$ cat src/rtl/flag_scan_pkg.sv
package flag_scan_pkg;
  typedef enum logic {
    SCAN_IDLE = 1'b0,
    SCAN_OWN  = 1'b1
  } scan_state_e;
endpackage

$ cat src/rtl/fscan_owner_ctrl.sv
module fscan_owner_ctrl
  import flag_scan_pkg::*;
#(
  parameter int NUM_SECTORS = 2,
  localparam int SEC_W = (NUM_SECTORS > 1) ? $clog2(NUM_SECTORS) : 1
) (
  input  logic             clk_i,
  input  logic             rst_ni,
  input  logic             master_i,
  input  logic             token_i,
  output logic             own_o,
  output logic [SEC_W-1:0] sec_o,
  output logic             last_o
);
  localparam logic [SEC_W-1:0] SEC_LAST = SEC_W'(NUM_SECTORS - 1);

  scan_state_e      state_q, state_d;
  logic [SEC_W-1:0] sec_q, sec_d;
  logic             fresh_q;
  logic             own, last, claim;

  assign own   = (state_q == SCAN_OWN);
  assign last  = own && (sec_q == SEC_LAST);
  // first edge after reset for master, or token when free / finishing
  assign claim = (fresh_q && master_i) || (token_i && (!own || last));

  always_comb begin
    state_d = state_q;
    sec_d   = sec_q;
    if (claim) begin
      state_d = SCAN_OWN;
      sec_d   = '0;
    end else if (own) begin
      if (last) begin
        state_d = SCAN_IDLE;
        sec_d   = '0;
      end else begin
        sec_d = sec_q + SEC_W'(1);
      end
    end
  end

  always_ff @(posedge clk_i or negedge rst_ni) begin
    if (!rst_ni) begin
      state_q <= SCAN_IDLE;
      sec_q   <= '0;
      fresh_q <= 1'b1;
    end else begin
      state_q <= state_d;
      sec_q   <= sec_d;
      fresh_q <= 1'b0;
    end
  end

  assign own_o  = own;
  assign sec_o  = sec_q;
  assign last_o = last;

  assert_master_claim_R2: assert property (@(posedge clk_i) disable iff (!rst_ni)
    (fresh_q && master_i) |=> (own_o && sec_o == '0));

  assert_idle_hold_R3: assert property (@(posedge clk_i) disable iff (!rst_ni)
    (!own_o && !token_i && !(fresh_q && master_i)) |=> !own_o);

  assert_sector_step_R4: assert property (@(posedge clk_i) disable iff (!rst_ni)
    (own_o && !last_o) |=> (own_o && sec_o == $past(sec_o) + SEC_W'(1)));

  assert_release_R6: assert property (@(posedge clk_i) disable iff (!rst_ni)
    (last_o && !token_i) |=> !own_o);

  assert_last_pulse_R6: assert property (@(posedge clk_i) disable iff (!rst_ni)
    last_o |=> !last_o);

  assert_token_claim_R7: assert property (@(posedge clk_i) disable iff (!rst_ni)
    (token_i && (!own_o || last_o)) |=> (own_o && sec_o == '0));
endmodule

$ cat src/rtl/fscan_sector_mux.sv
module fscan_sector_mux #(
  parameter int NUM_SECTORS = 2,
  parameter int SECTOR_W    = 8,
  localparam int SEC_W  = (NUM_SECTORS > 1) ? $clog2(NUM_SECTORS) : 1,
  localparam int FLAG_W = NUM_SECTORS * SECTOR_W
) (
  input  logic [FLAG_W-1:0]   flags_i,
  input  logic [SEC_W-1:0]    sec_i,
  input  logic                own_i,
  output logic [SECTOR_W-1:0] bus_o
);
  logic [SECTOR_W-1:0] sector [NUM_SECTORS];

  for (genvar s = 0; s < NUM_SECTORS; s++) begin : g_sector
    assign sector[s] = flags_i[s*SECTOR_W +: SECTOR_W];
  end

  always_comb begin
    bus_o = '0;
    if (own_i) begin
      for (int s = 0; s < NUM_SECTORS; s++) begin
        if (sec_i == SEC_W'(s)) bus_o = sector[s];
      end
    end
  end
endmodule

$ cat src/rtl/fscan_token_guard.sv
module fscan_token_guard (
  input  logic clk_i,
  input  logic rst_ni,
  input  logic token_i,
  input  logic own_i,
  input  logic last_i,
  output logic err_o
);
  logic err_q;

  always_ff @(posedge clk_i or negedge rst_ni) begin
    if (!rst_ni) err_q <= 1'b0;
    else         err_q <= token_i && own_i && !last_i;
  end

  assign err_o = err_q;
endmodule

$ cat src/rtl/flag_ring_scanner.sv
module flag_ring_scanner #(
  parameter int NUM_SECTORS = 2,
  parameter int SECTOR_W    = 8,
  localparam int SEC_W  = (NUM_SECTORS > 1) ? $clog2(NUM_SECTORS) : 1,
  localparam int FLAG_W = NUM_SECTORS * SECTOR_W
) (
  input  logic                clk_i,
  input  logic                rst_ni,
  input  logic                master_i,
  input  logic [FLAG_W-1:0]   flags_i,
  input  logic                token_i,
  output logic [SECTOR_W-1:0] bus_o,
  output logic                bus_oe_o,
  output logic                sync_o,
  output logic                token_o,
  output logic                token_err_o
);
  logic             own, last;
  logic [SEC_W-1:0] sec;

  fscan_owner_ctrl #(.NUM_SECTORS(NUM_SECTORS)) i_ctrl (
    .clk_i    (clk_i),
    .rst_ni   (rst_ni),
    .master_i (master_i),
    .token_i  (token_i),
    .own_o    (own),
    .sec_o    (sec),
    .last_o   (last)
  );

  fscan_sector_mux #(.NUM_SECTORS(NUM_SECTORS), .SECTOR_W(SECTOR_W)) i_mux (
    .flags_i (flags_i),
    .sec_i   (sec),
    .own_i   (own),
    .bus_o   (bus_o)
  );

  fscan_token_guard i_guard (
    .clk_i   (clk_i),
    .rst_ni  (rst_ni),
    .token_i (token_i),
    .own_i   (own),
    .last_i  (last),
    .err_o   (token_err_o)
  );

  assign bus_oe_o = own;
  assign sync_o   = own && (sec == '0);
  assign token_o  = last;

  assert_first_sync_R5: assert property (@(posedge clk_i) disable iff (!rst_ni)
    $rose(bus_oe_o) |-> sync_o);

  assert_stray_token_R9: assert property (@(posedge clk_i) disable iff (!rst_ni)
    (token_i && bus_oe_o && !token_o) |=> (token_err_o && bus_oe_o && !sync_o));
endmodule

$ cat config.mk
export PLATFORM = sky130hd
export DESIGN_NAME = flag_ring_scanner
export DESIGN_NICKNAME = d
export VERILOG_FILES = /design/src/rtl/flag_scan_pkg.sv /design/src/rtl/fscan_owner_ctrl.sv /design/src/rtl/fscan_sector_mux.sv /design/src/rtl/fscan_token_guard.sv /design/src/rtl/flag_ring_scanner.sv
export SDC_FILE = /design/constraint.sdc
export NUM_CORES = 1
export LEC_CHECK = 0
export BUFFER_PORTS_ARGS = -buffer_cell sky130_fd_sc_hd__buf_4
export CAP_MARGIN = 10
export CORE_AREA = 2 2 39 41
export CTS_BUF_LIST = sky130_fd_sc_hd__clkbuf_16
export CTS_CLUSTER_DIAMETER = 80
export DETAILED_ROUTE_END_ITERATION = 7
export DIE_AREA = 0 0 41 43
export PLACE_DENSITY_LB_ADDON = 0.25
export SLEW_MARGIN = 20
export SYNTH_ARGS = -nofsm -noshare
export SYNTH_HDL_FRONTEND = slang
export SYNTH_SLANG_ARGS = --single-unit
$ cat constraint.sdc
create_clock -name clk_i -period 1.3 [get_ports clk_i]
set_input_delay 0.39 -clock clk_i [delete_from_list [all_inputs] [get_ports clk_i]]
set_output_delay 0.39 -clock clk_i [all_outputs]
set_load 0.005 [all_outputs]
==> results.txt, run 1 <==
----------------------------------------------------
[Detailed routing]
  Total detailed-routing wirelength ... 820 um
  Detailed-router iteration count before antenna repair ... 2
  Remaining routing DRC violations ... 0
  Detailed-route vias per instance ... 4.05
  First-iteration detailed-routing DRC count ... 1
  Via total after detailed routing ... about 350
  WL/cell ... 9.53 um
  Post-route ant nets ... 0

[Yosys]
  Largest area contributor in the netlist ... sky130_fd_sc_hd__mux2i_1
  Number of nets produced by synthesis ... 49
  Top cells by count, synth ... sky130_fd_sc_hd__mux2i_1, sky130_fd_sc_hd__nor2b_1, sky130_fd_sc_hd__dfrtp_1
  Number of enable-type register cells in the synthesized netlist ... 0
  Netlist Area Pre-Place ... roughly 300 um2
  Post-synthesis register bit count ... 4
  Unique cell type count in the Yosys netlist ... 13
  Yosys synthesis warning count ... 0
  Asr flop ratio synth ... 100%
  Sequential cell area fraction in the yosys report ... 33.3%
  Syn Inst Count ... 29
  Synthesized area per cell ... 10.5 um2
  Post-synth top flop ... sky130_fd_sc_hd__dfrtp_1
  Cells taking the most area after synthesis ... sky130_fd_sc_hd__mux2i_1, sky130_fd_sc_hd__dfrtp_1, sky130_fd_sc_hd__nor2b_1
  Area share of the largest cell type after synthesis ... about a quarter

[Placement]
  Setup Slack @ Placement ... just under 20 ps
  Number of I/O port buffers ... 31
  Last weighted congestion value of the routability-driven placer ... 0.612
  Final HPWL DP ... 590 um

[Worst setup path]
  Critical path launch point type ... flop
  Classification of the worst setup path ... reg2out
  Critical Path AT ... around 1100 ps
  Critical path peak fanout ... 9
  Required @ worst endpoint ... just over 900 ps
  Setup crit end kind ... output port

[Clocking]
  Clock sink count ... 4
  CTS Root Cell ... sky130_fd_sc_hd__clkbuf_16
  Clock buffer depth ... 2
  Num CTS Buffers ... 3
  Clock-pin transition on the worst setup and hold timing paths ... 30 ps
  Clock tree from TritonCTS ... built
  Deepest level of the CTS H-tree ... 1
  Clock latency of the later-clocked register in the worst-skew pair ... ~220 ps

[Global routing]
  Wire length of the first global-routing pass ... 1080 um
  Largest net degree at the start of global routing ... 10
  Sum of overflow across all layers after global routing ... 0
  Total routing usage reported by global routing ... between 8 and 9%
  Via count of the first global-routing pass ... 276
  Antenna violations before repair ... 0

[Floorplanning]
  DIE AREA ... roughly 0.0018 mm2
  Horizontal die dimension ... 41 um
  Number of placement rows ... 14
  Die boundary height ... 43 um
  Core box area ... 0.00138 mm2
  I/O pin total ... 32
  Initial Utilization ... 22.0%

[Timing]
  Final count of pins violating max slew ... 0
  Final min period ... 1520 ps
  Share of the cycle needed by the critical path after routing ... 117%
  Maximum clock frequency ... 659 MHz
  Maximum clock skew at final layout ... 4.83 ps
  Setup repair after global routing missed its margin ... true
  Setup slack after layout ... -216 ps
  Final-report hold violation count ... 0
  Total setup violations reported at the end of the flow ... 11

[Flow run]
  Max_cap viols ... 0

[Min path]
  Path class of the lowest-slack min-delay path ... in2reg

[Pwr]
  Ratio of total power to cell area ... around 1500 mW/mm2
  Standby leakage power ... between 0.3 and 0.4 nW
  Worst ir drop on vdd ... roughly 1.4 mV

[Finish]
  Antenna cell count ... 0
  Finished Core Util ... 51.2%
  Fillers ... 132
  Syn-to-layout area delta ... 133%
  Number of nets in the finished design ... 91
  Layout cells sized above 1 ... around 66%

[Run status]
  Violated checks ... setup timing
  Result of the run ... finished, violations left

----------------------------------------------------
-- cells in the final DEF, fill, tap and decap left out --
cell type	instances
sky130_fd_sc_hd__a211o_2	1
sky130_fd_sc_hd__a2bb2oi_1	1
sky130_fd_sc_hd__and2_1	1
sky130_fd_sc_hd__and2_2	1
sky130_fd_sc_hd__and2b_2	1
sky130_fd_sc_hd__buf_1	1
sky130_fd_sc_hd__buf_12	1
sky130_fd_sc_hd__buf_4	32
sky130_fd_sc_hd__buf_6	4
sky130_fd_sc_hd__clkbuf_16	3
sky130_fd_sc_hd__conb_1	1
sky130_fd_sc_hd__dfrtp_1	2
sky130_fd_sc_hd__dfrtp_2	1
sky130_fd_sc_hd__dfstp_2	1
sky130_fd_sc_hd__dlygate4sd3_1	1
sky130_fd_sc_hd__inv_1	1
sky130_fd_sc_hd__mux2i_1	8
sky130_fd_sc_hd__nor2b_1	8
sky130_fd_sc_hd__nor3b_2	1
-- metrics by stage --
| step | hold WS [ps] | area [um2] | TNS (ps) | power (mW) | std cells |
|---|---|---|---|---|---|
| detailed placement | 187 | 569 | 0 | 0.555 | 76 |
| global route | 353 | 708 | -2430 | 1.14 | 86 |
| global placement | 189 | 569 | 0 | 0.554 | 76 |
| CTS | 353 | 708 | -2050 | 1.10 | 86 |
| floorplan | 94.4 | 304 | 0 | 0.345 | 29 |
| finish | 355 | 708 | -1920 | 1.09 | 86 |
-- state kept, by name, summed over array words and instances (netlist names) --
signal / flops
i_ctrl.own_o: 1
i_ctrl.fresh_q: 1
i_guard.err_o: 1
i_ctrl.sec_o: 1
-- layer usage --
| layer | vias to the layer above | track usage (%) | wire length (um) |
|---|---|---|---|
| met5 | - | 0 | 0 |
| met4 | 0 | 2.00 | 0 |
| met3 | 0 | 2.09 | 109 |
| met2 | 22 | 13.1 | 358 |
| met1 | 149 | 11.4 | 352 |
| li1 | 177 | - | - |
-- final timing paths --
kind	startpoint	slack, ps	endpoint	depth (start not counted)
max in group asynchronous	rst_ni	610	i_ctrl.fresh_q	2
worst min-delay path	master_i	360	i_ctrl.sec_o	2
worst min register to register	i_ctrl.fresh_q	520	i_ctrl.sec_o	1
min in group asynchronous	rst_ni	500	i_ctrl.sec_o	2
worst max-delay path	i_ctrl.sec_o	-220	bus_o[2]	4
worst max register to register	i_ctrl.own_o	120	i_ctrl.sec_o	5
-- critical path, stage by stage (launching register included) --
cell	delay, ps
sky130_fd_sc_hd__dfrtp_1	380
sky130_fd_sc_hd__buf_12	150
sky130_fd_sc_hd__mux2i_1	180
sky130_fd_sc_hd__nor2b_1	60
sky130_fd_sc_hd__buf_4	130
-- power by group --
part	internal [mW]	switching (mW)
clock	0.397	0.0837
combinational	0.301	0.142
sequential	0.147	0.0155
-- layout make-up --
class / count / area [um2] / area share [%]
Tap cell: 16 / 20.0 / 2.83
Clock buffer: 3 / 75.1 / 10.6
Timing Repair Buffer: 39 / 319 / 45.1
Multi-Input combinational cell: 23 / 188 / 26.5
Sequential cell: 4 / 103 / 14.5
Clock inverter: 1 / 3.75 / 0.530
-- repair_timing --
action                                  CTS  global route
hold endpoints to repair                  3             0
gates resized for setup                   5             0
setup buffers                             5             0
hold buffers                              1             0
endpoints found under the setup margin   11            11
-- kinds of logic after synthesis --
| group | count (synthesis) | synth area share, % |
|---|---|---|
| simple gates | 12 | 28.0 |
| mux | 8 | 26.3 |
| flops | 4 | 33.3 |
| compound gates | 2 | 6.17 |
| buf+inv | 2 | 4.94 |
| other cells | 1 | 1.23 |
Power figures use the tool's default switching activity.
==> run 2, diff against run 1 <==
--- a/config.mk
+++ b/config.mk
@@ -13,6 +13,7 @@
 export DETAILED_ROUTE_END_ITERATION = 7
 export DIE_AREA = 0 0 41 43
 export PLACE_DENSITY_LB_ADDON = 0.25
+export SETUP_SLACK_MARGIN = 0.05
 export SLEW_MARGIN = 20
 export SYNTH_ARGS = -nofsm -noshare
 export SYNTH_HDL_FRONTEND = slang
==> constraint.sdc (replaced) <==
create_clock -name clk_i -period 1.65 [get_ports clk_i]
set_input_delay 0.495 -clock clk_i [delete_from_list [all_inputs] [get_ports clk_i]]
set_output_delay 0.495 -clock clk_i [all_outputs]
set_load 0.005 [all_outputs]
==> results.txt, run 2 (synthesized netlist as in run 1, its figures left out) <==
----------------------------------------------------
[Clocking]
  Clock latency of the later-clocked register in the worst-skew pair ... 220 ps
  Deepest level of the CTS H-tree ... 1
  Setup repair bufs after CTS ... 0
  Num CTS Buffers ... 3
  Clock-pin transition on the worst setup and hold timing paths ... about 30 ps
  Clock buffer depth ... 2
  CTS Root Cell ... sky130_fd_sc_hd__clkbuf_16
  Clock sink count ... 4
  Clock tree from TritonCTS ... built

[Finish]
  Syn-to-layout area delta ... 108%
  Fillers ... 137
  Layout cells sized above 1 ... 65.1%
  Number of nets in the finished design ... 84
  Antenna cell count ... 0
  Summed area of non-filler cells in the final layout ... approximately 630 um2
  Top library cells by usage in the layout, fill and taps aside ... sky130_fd_sc_hd__buf_4, sky130_fd_sc_hd__mux2i_1, sky130_fd_sc_hd__nor2b_1
  Most frequent standard cell in the layout excluding fill and tap cells ... sky130_fd_sc_hd__buf_4

[Detailed routing]
  Total detailed-routing wirelength ... 797 um
  Via total after detailed routing ... between 300 and 400
  WL/cell ... 10.1 um
  Post-route ant nets ... 0
  Detailed-route vias per instance ... ~4
  First-iteration detailed-routing DRC count ... 3
  Detailed-router iteration count before antenna repair ... 2
  Remaining routing DRC violations ... 0

[Pwr]
  Clock group share of total power ... between 40% and 50%
  Standby leakage power ... 0.322 nW
  Cell Int Power ... around 0.6 mW
  Ratio of total power to cell area ... 1260 mW/mm2
  Worst ir drop on vdd ... 0.623 mV
  Sequential group share of total power ... roughly 17%
  Net load switching power ... about 0.18 mW
  Switching share of power ... between 20 and 25%
  Part of the total power dissipated in combinational logic ... 35.4%

[Placement]
  Number of I/O port buffers ... 31
  Post-Place Cell Area ... 549 um2
  Setup Slack @ Placement ... 232 ps
  Last weighted congestion value of the routability-driven placer ... 0.570

[Timing]
  Setup repair after global routing missed its margin ... true
  Maximum clock frequency ... 621 MHz
  Final count of pins violating max slew ... 0
  Total setup violations reported at the end of the flow ... 0
  Maximum clock skew at final layout ... 5.03 ps
  Share of the cycle needed by the critical path after routing ... between 90% and 100%
  Setup slack after layout ... 39.6 ps
  Final min period ... 1610 ps
  Final-report hold violation count ... 0

[Run status]
  Result of the run ... completed

[Global routing]
  Largest net degree at the start of global routing ... 13
  Via count of the first global-routing pass ... between 200 and 300
  Sum of overflow across all layers after global routing ... 0
  Wire length of the first global-routing pass ... 1060 um
  Met2 track demand over resource ... between 10 and 15%
  GR met1 Demand/Resource ... 10.1%
  Busiest layer in global routing ... met2
  Total routing usage reported by global routing ... 9.16%
  Antenna violations before repair ... 0
  Global routing usage on met3 ... 5.24%

[Flow run]
  Max_cap viols ... 0

[Worst setup path]
  Maximum single-stage delay on the critical path ... 350 ps
  Setup crit end kind ... output port
  Required @ worst endpoint ... 1150 ps
  Cell chain of the critical path ... buf_6, mux2i_1, nor2b_1, buf_4
  Critical-path cell with the highest stage delay ... sky130_fd_sc_hd__dfrtp_1
  Classification of the worst setup path ... reg2out
  Critical Path AT ... around 1100 ps
  Kind of cell with the highest combined delay on the critical path ... flip-flops
  Count of buffer and inverter cells on the critical path ... 2
  Critical path launch point type ... flop
  Critical path peak fanout ... 9

[Floorplanning]
  DIE AREA ... around 0.0018 mm2
  Horizontal die dimension ... 41 um
  I/O pin total ... 32
  Number of placement rows ... 14
  Initial Utilization ... a little over a fifth
  Core box area ... 0.00138 mm2
  Die boundary height ... 43 um

[Min path]
  Path class of the lowest-slack min-delay path ... in2async

----------------------------------------------------
-- run 2: cell types whose count changed in the layout (fill, tap and decap cells not counted), sizes merged --
cell         before  now
dlygate4sd3       1    0
buf              38   32
-- run 2: worst paths after layout --
check / start / slack [ps] / to / cells after the start
hold / removal: rst_ni / 60 / i_ctrl.sec_o / 1
min in group clk_i: master_i / 450 / i_ctrl.sec_o / 2
max in group asynchronous: rst_ni / 1390 / i_ctrl.fresh_q / 1
setup reg to reg: i_ctrl.own_o / 540 / i_ctrl.own_o / 2
hold reg to reg: i_ctrl.fresh_q / 500 / i_ctrl.sec_o / 1
setup / recovery: i_ctrl.sec_o / 40 / bus_o[6] / 4
-- run 2: area by class of cell --
cell class	count	area (um2)	share of cell area (%)
multi-input combinational	23	188	29.6
timing repair buffer	32	244	38.5
sequential	4	103	16.2
clock inverter	1	3.75	0.593
clock buffer	3	75.1	11.9
tap	16	20.0	3.16
-- run 2: what timing repair did --
item	CTS	global route
hold buffers	0	0
endpoints found under the setup margin	9	8
resized for setup	2	0
-- run 2: metrics by stage --
stage          total power [mW]  utilization [%]  setup TNS, ps  cells  hold slack, ps
6_report                  0.796             45.8              0     79            58.5
5_1_grt                   0.842             45.8           -410     79            57.8
4_1_cts                   0.806             45.8              0     79            58.3
3_5_place_dp              0.413             39.7              0     75             295
3_3_place_gp              0.412             39.7              0     75             294
2_1_floorplan             0.272                -              0     29             199
-- run 2: power groups by stage --
stage / registers, mW / logic [mW] / clock network (mW)
2_1_floorplan: 0.124 / 0.147 / 0
3_5_place_dp: 0.132 / 0.281 / 0
5_1_grt: 0.137 / 0.308 / 0.397
6_report: 0.132 / 0.282 / 0.382
4_1_cts: 0.133 / 0.286 / 0.387
3_3_place_gp: 0.132 / 0.281 / 0
-- run 2: metal layers --
metal	up-vias	share of wire, %
met5	-	0
met4	0	0
met3	0	19
met2	24	43
met1	131	38
li1	164	-
==> run 3, diff against run 2 <==
--- a/config.mk
+++ b/config.mk
@@ -13,7 +13,7 @@
 export DETAILED_ROUTE_END_ITERATION = 7
 export DIE_AREA = 0 0 41 43
 export PLACE_DENSITY_LB_ADDON = 0.25
-export SETUP_SLACK_MARGIN = 0.05
+export SETUP_SLACK_MARGIN = 0.3
 export SLEW_MARGIN = 20
 export SYNTH_ARGS = -nofsm -noshare
 export SYNTH_HDL_FRONTEND = slang
==> results.txt, run 3 (synthesized netlist as in run 1, its figures left out) <==
----------------------------------------------------
[Finish]
  Antenna cell count ... 0
  Summed area of non-filler cells in the final layout ... 678 um2
  Fillers ... 139
  Most frequent standard cell in the layout excluding fill and tap cells ... sky130_fd_sc_hd__buf_4
  Top library cells by usage in the layout, fill and taps aside ... sky130_fd_sc_hd__buf_4, sky130_fd_sc_hd__mux2i_1, sky130_fd_sc_hd__nor2b_1
  Syn-to-layout area delta ... 123%
  Footprint of the flip-flops and latches ... 103 um2
  Number of nets in the finished design ... 89
  Multi-input logic area ... 188 um2
  Layout cells sized above 1 ... around 66%

[Floorplanning]
  Core box area ... 0.00138 mm2
  Number of placement rows ... 14
  DIE AREA ... 0.00176 mm2
  Horizontal die dimension ... 41 um
  I/O pin total ... 32
  Die boundary height ... around 43 um
  Initial Utilization ... 22.0%

[Worst setup path]
  Classification of the worst setup path ... reg2out
  Setup crit end kind ... output port
  Critical-path cell with the highest stage delay ... sky130_fd_sc_hd__dfrtp_1
  Critical path's most frequent cell ... sky130_fd_sc_hd__buf_4
  Critical path peak fanout ... 4
  Number of cell instances on the worst register-to-register path ... 3
  Critical Path AT ... between 1000 and 1500 ps
  Required @ worst endpoint ... between 1000 and 1500 ps
  Critical path launch point type ... flop
  Maximum single-stage delay on the critical path ... 380 ps
  Cell chain of the critical path ... buf_4, mux2i_1, nor2b_1, buf_4

[Timing]
  Final-report hold violation count ... 0
  Maximum clock frequency ... 611 MHz
  Share of the cycle needed by the critical path after routing ... between 90 and 100%
  Setup slack after layout ... 14.0 ps
  Total Neg Setup Slack ... 0 ps
  Final count of pins violating max slew ... 0
  Total setup violations reported at the end of the flow ... 0
  Setup repair after global routing missed its margin ... true
  Maximum clock skew at final layout ... 5.13 ps
  Final min period ... 1640 ps

[Pwr]
  Ratio of total power to cell area ... 1250 mW/mm2
  Part of the total power dissipated in combinational logic ... 39.4%
  Net load switching power ... 0.196 mW
  Clock group share of total power ... 45.2%
  Standby leakage power ... 0.346 nW
  Sequential group share of total power ... 15.3%
  Sum of internal, switching and leakage power ... roughly 0.85 mW
  Switching share of power ... 23.2%
  Cell Int Power ... between 0.6 and 0.7 mW
  Worst ir drop on vdd ... 0.626 mV

[Placement]
  Number of I/O port buffers ... 31
  Last weighted congestion value of the routability-driven placer ... 0.570
  Setup Slack @ Placement ... approximately 230 ps
  Post-Place Cell Area ... 549 um2

[Detailed routing]
  First-iteration detailed-routing DRC count ... 2
  Via total after detailed routing ... approximately 340
  Detailed-router iteration count before antenna repair ... 2
  Detailed-route vias per instance ... 4.06
  WL/cell ... 10.6 um
  Total detailed-routing wirelength ... 890 um
  Remaining routing DRC violations ... 0
  Post-route ant nets ... 0

[Global routing]
  GR met1 Demand/Resource ... 11.7%
  Largest net degree at the start of global routing ... 10
  Met2 track demand over resource ... about 15%
  Busiest layer in global routing ... met2
  Antenna violations before repair ... 0
  Sum of overflow across all layers after global routing ... 0
  Wire length of the first global-routing pass ... 1170 um
  Via count of the first global-routing pass ... between 200 and 300
  Total routing usage reported by global routing ... 10.1%
  Global routing usage on met3 ... between 5 and 6%

[Min path]
  Path class of the lowest-slack min-delay path ... in2async

[Clocking]
  Clock tree from TritonCTS ... built
  Deepest level of the CTS H-tree ... 1
  Clock latency of the later-clocked register in the worst-skew pair ... 220 ps
  Clock buffer depth ... 2
  Num CTS Buffers ... 3
  Clock sink count ... 4
  Clock-pin transition on the worst setup and hold timing paths ... 30 ps
  CTS Root Cell ... sky130_fd_sc_hd__clkbuf_16

[Run status]
  Result of the run ... completed

[Flow run]
  Max_cap viols ... 0

----------------------------------------------------
-- run 3: worst paths after layout --
kind | start | to | slack, ps
min in group clk_i | master_i | i_ctrl.sec_o | 450
worst max register to register | i_ctrl.own_o | i_ctrl.own_o | 470
worst max-delay path | i_ctrl.sec_o | bus_o[2] | 10
worst min-delay path | rst_ni | i_ctrl.sec_o | 60
max in group asynchronous | rst_ni | i_ctrl.fresh_q | 1390
worst min register to register | i_ctrl.fresh_q | i_ctrl.sec_o | 500
-- run 3: metal layers --
metal / up-vias / wire length [um]
li1: 175 / -
met1: 142 / 329
met2: 24 / 408
met3: 0 / 151
met4: 0 / 0
met5: - / 0
-- run 3: cell type report --
class,instances,share of cell area [%]
clock inverter,1,0.554
sequential,4,15.1
clock buffer,3,11.1
multi-input combinational,23,27.7
tap,16,2.95
timing repair buffer,37,42.6
-- run 3: timing repair --
item / in CTS / in global routing
endpoints found under the setup margin: 11 / 11
buffers inserted: 4 / 0
gates cloned: 0 / 1
hold buffers: 0 / 0
gates resized for setup: 4 / 2
-- run 3: metrics by stage --
stage,utilization (%),std cells,hold slack [ps]
final,49.0,84,58.5
after global routing,49.0,84,57.8
after CTS,48.2,83,58.3
after detailed placement,39.7,75,295
after global placement,39.7,75,294
after floorplan,-,29,199
-- run 3: power by group through the flow --
| stage | registers, mW | logic, mW | clock network [mW] |
|---|---|---|---|
| 5_1_grt | 0.134 | 0.363 | 0.397 |
| 6_report | 0.130 | 0.334 | 0.383 |
| 3_5_place_dp | 0.132 | 0.281 | 0 |
| 2_1_floorplan | 0.124 | 0.147 | 0 |
| 3_3_place_gp | 0.132 | 0.281 | 0 |
| 4_1_cts | 0.127 | 0.324 | 0.387 |
-- run 3: worst max-delay path, delay by kind of cell (launching register included) --
| family | cells | cell delay, ps |
|---|---|---|
| mux | 1 | 180 |
| buf+inv | 2 | 290 |
| flops | 1 | 380 |
| simple gates | 1 | 60 |
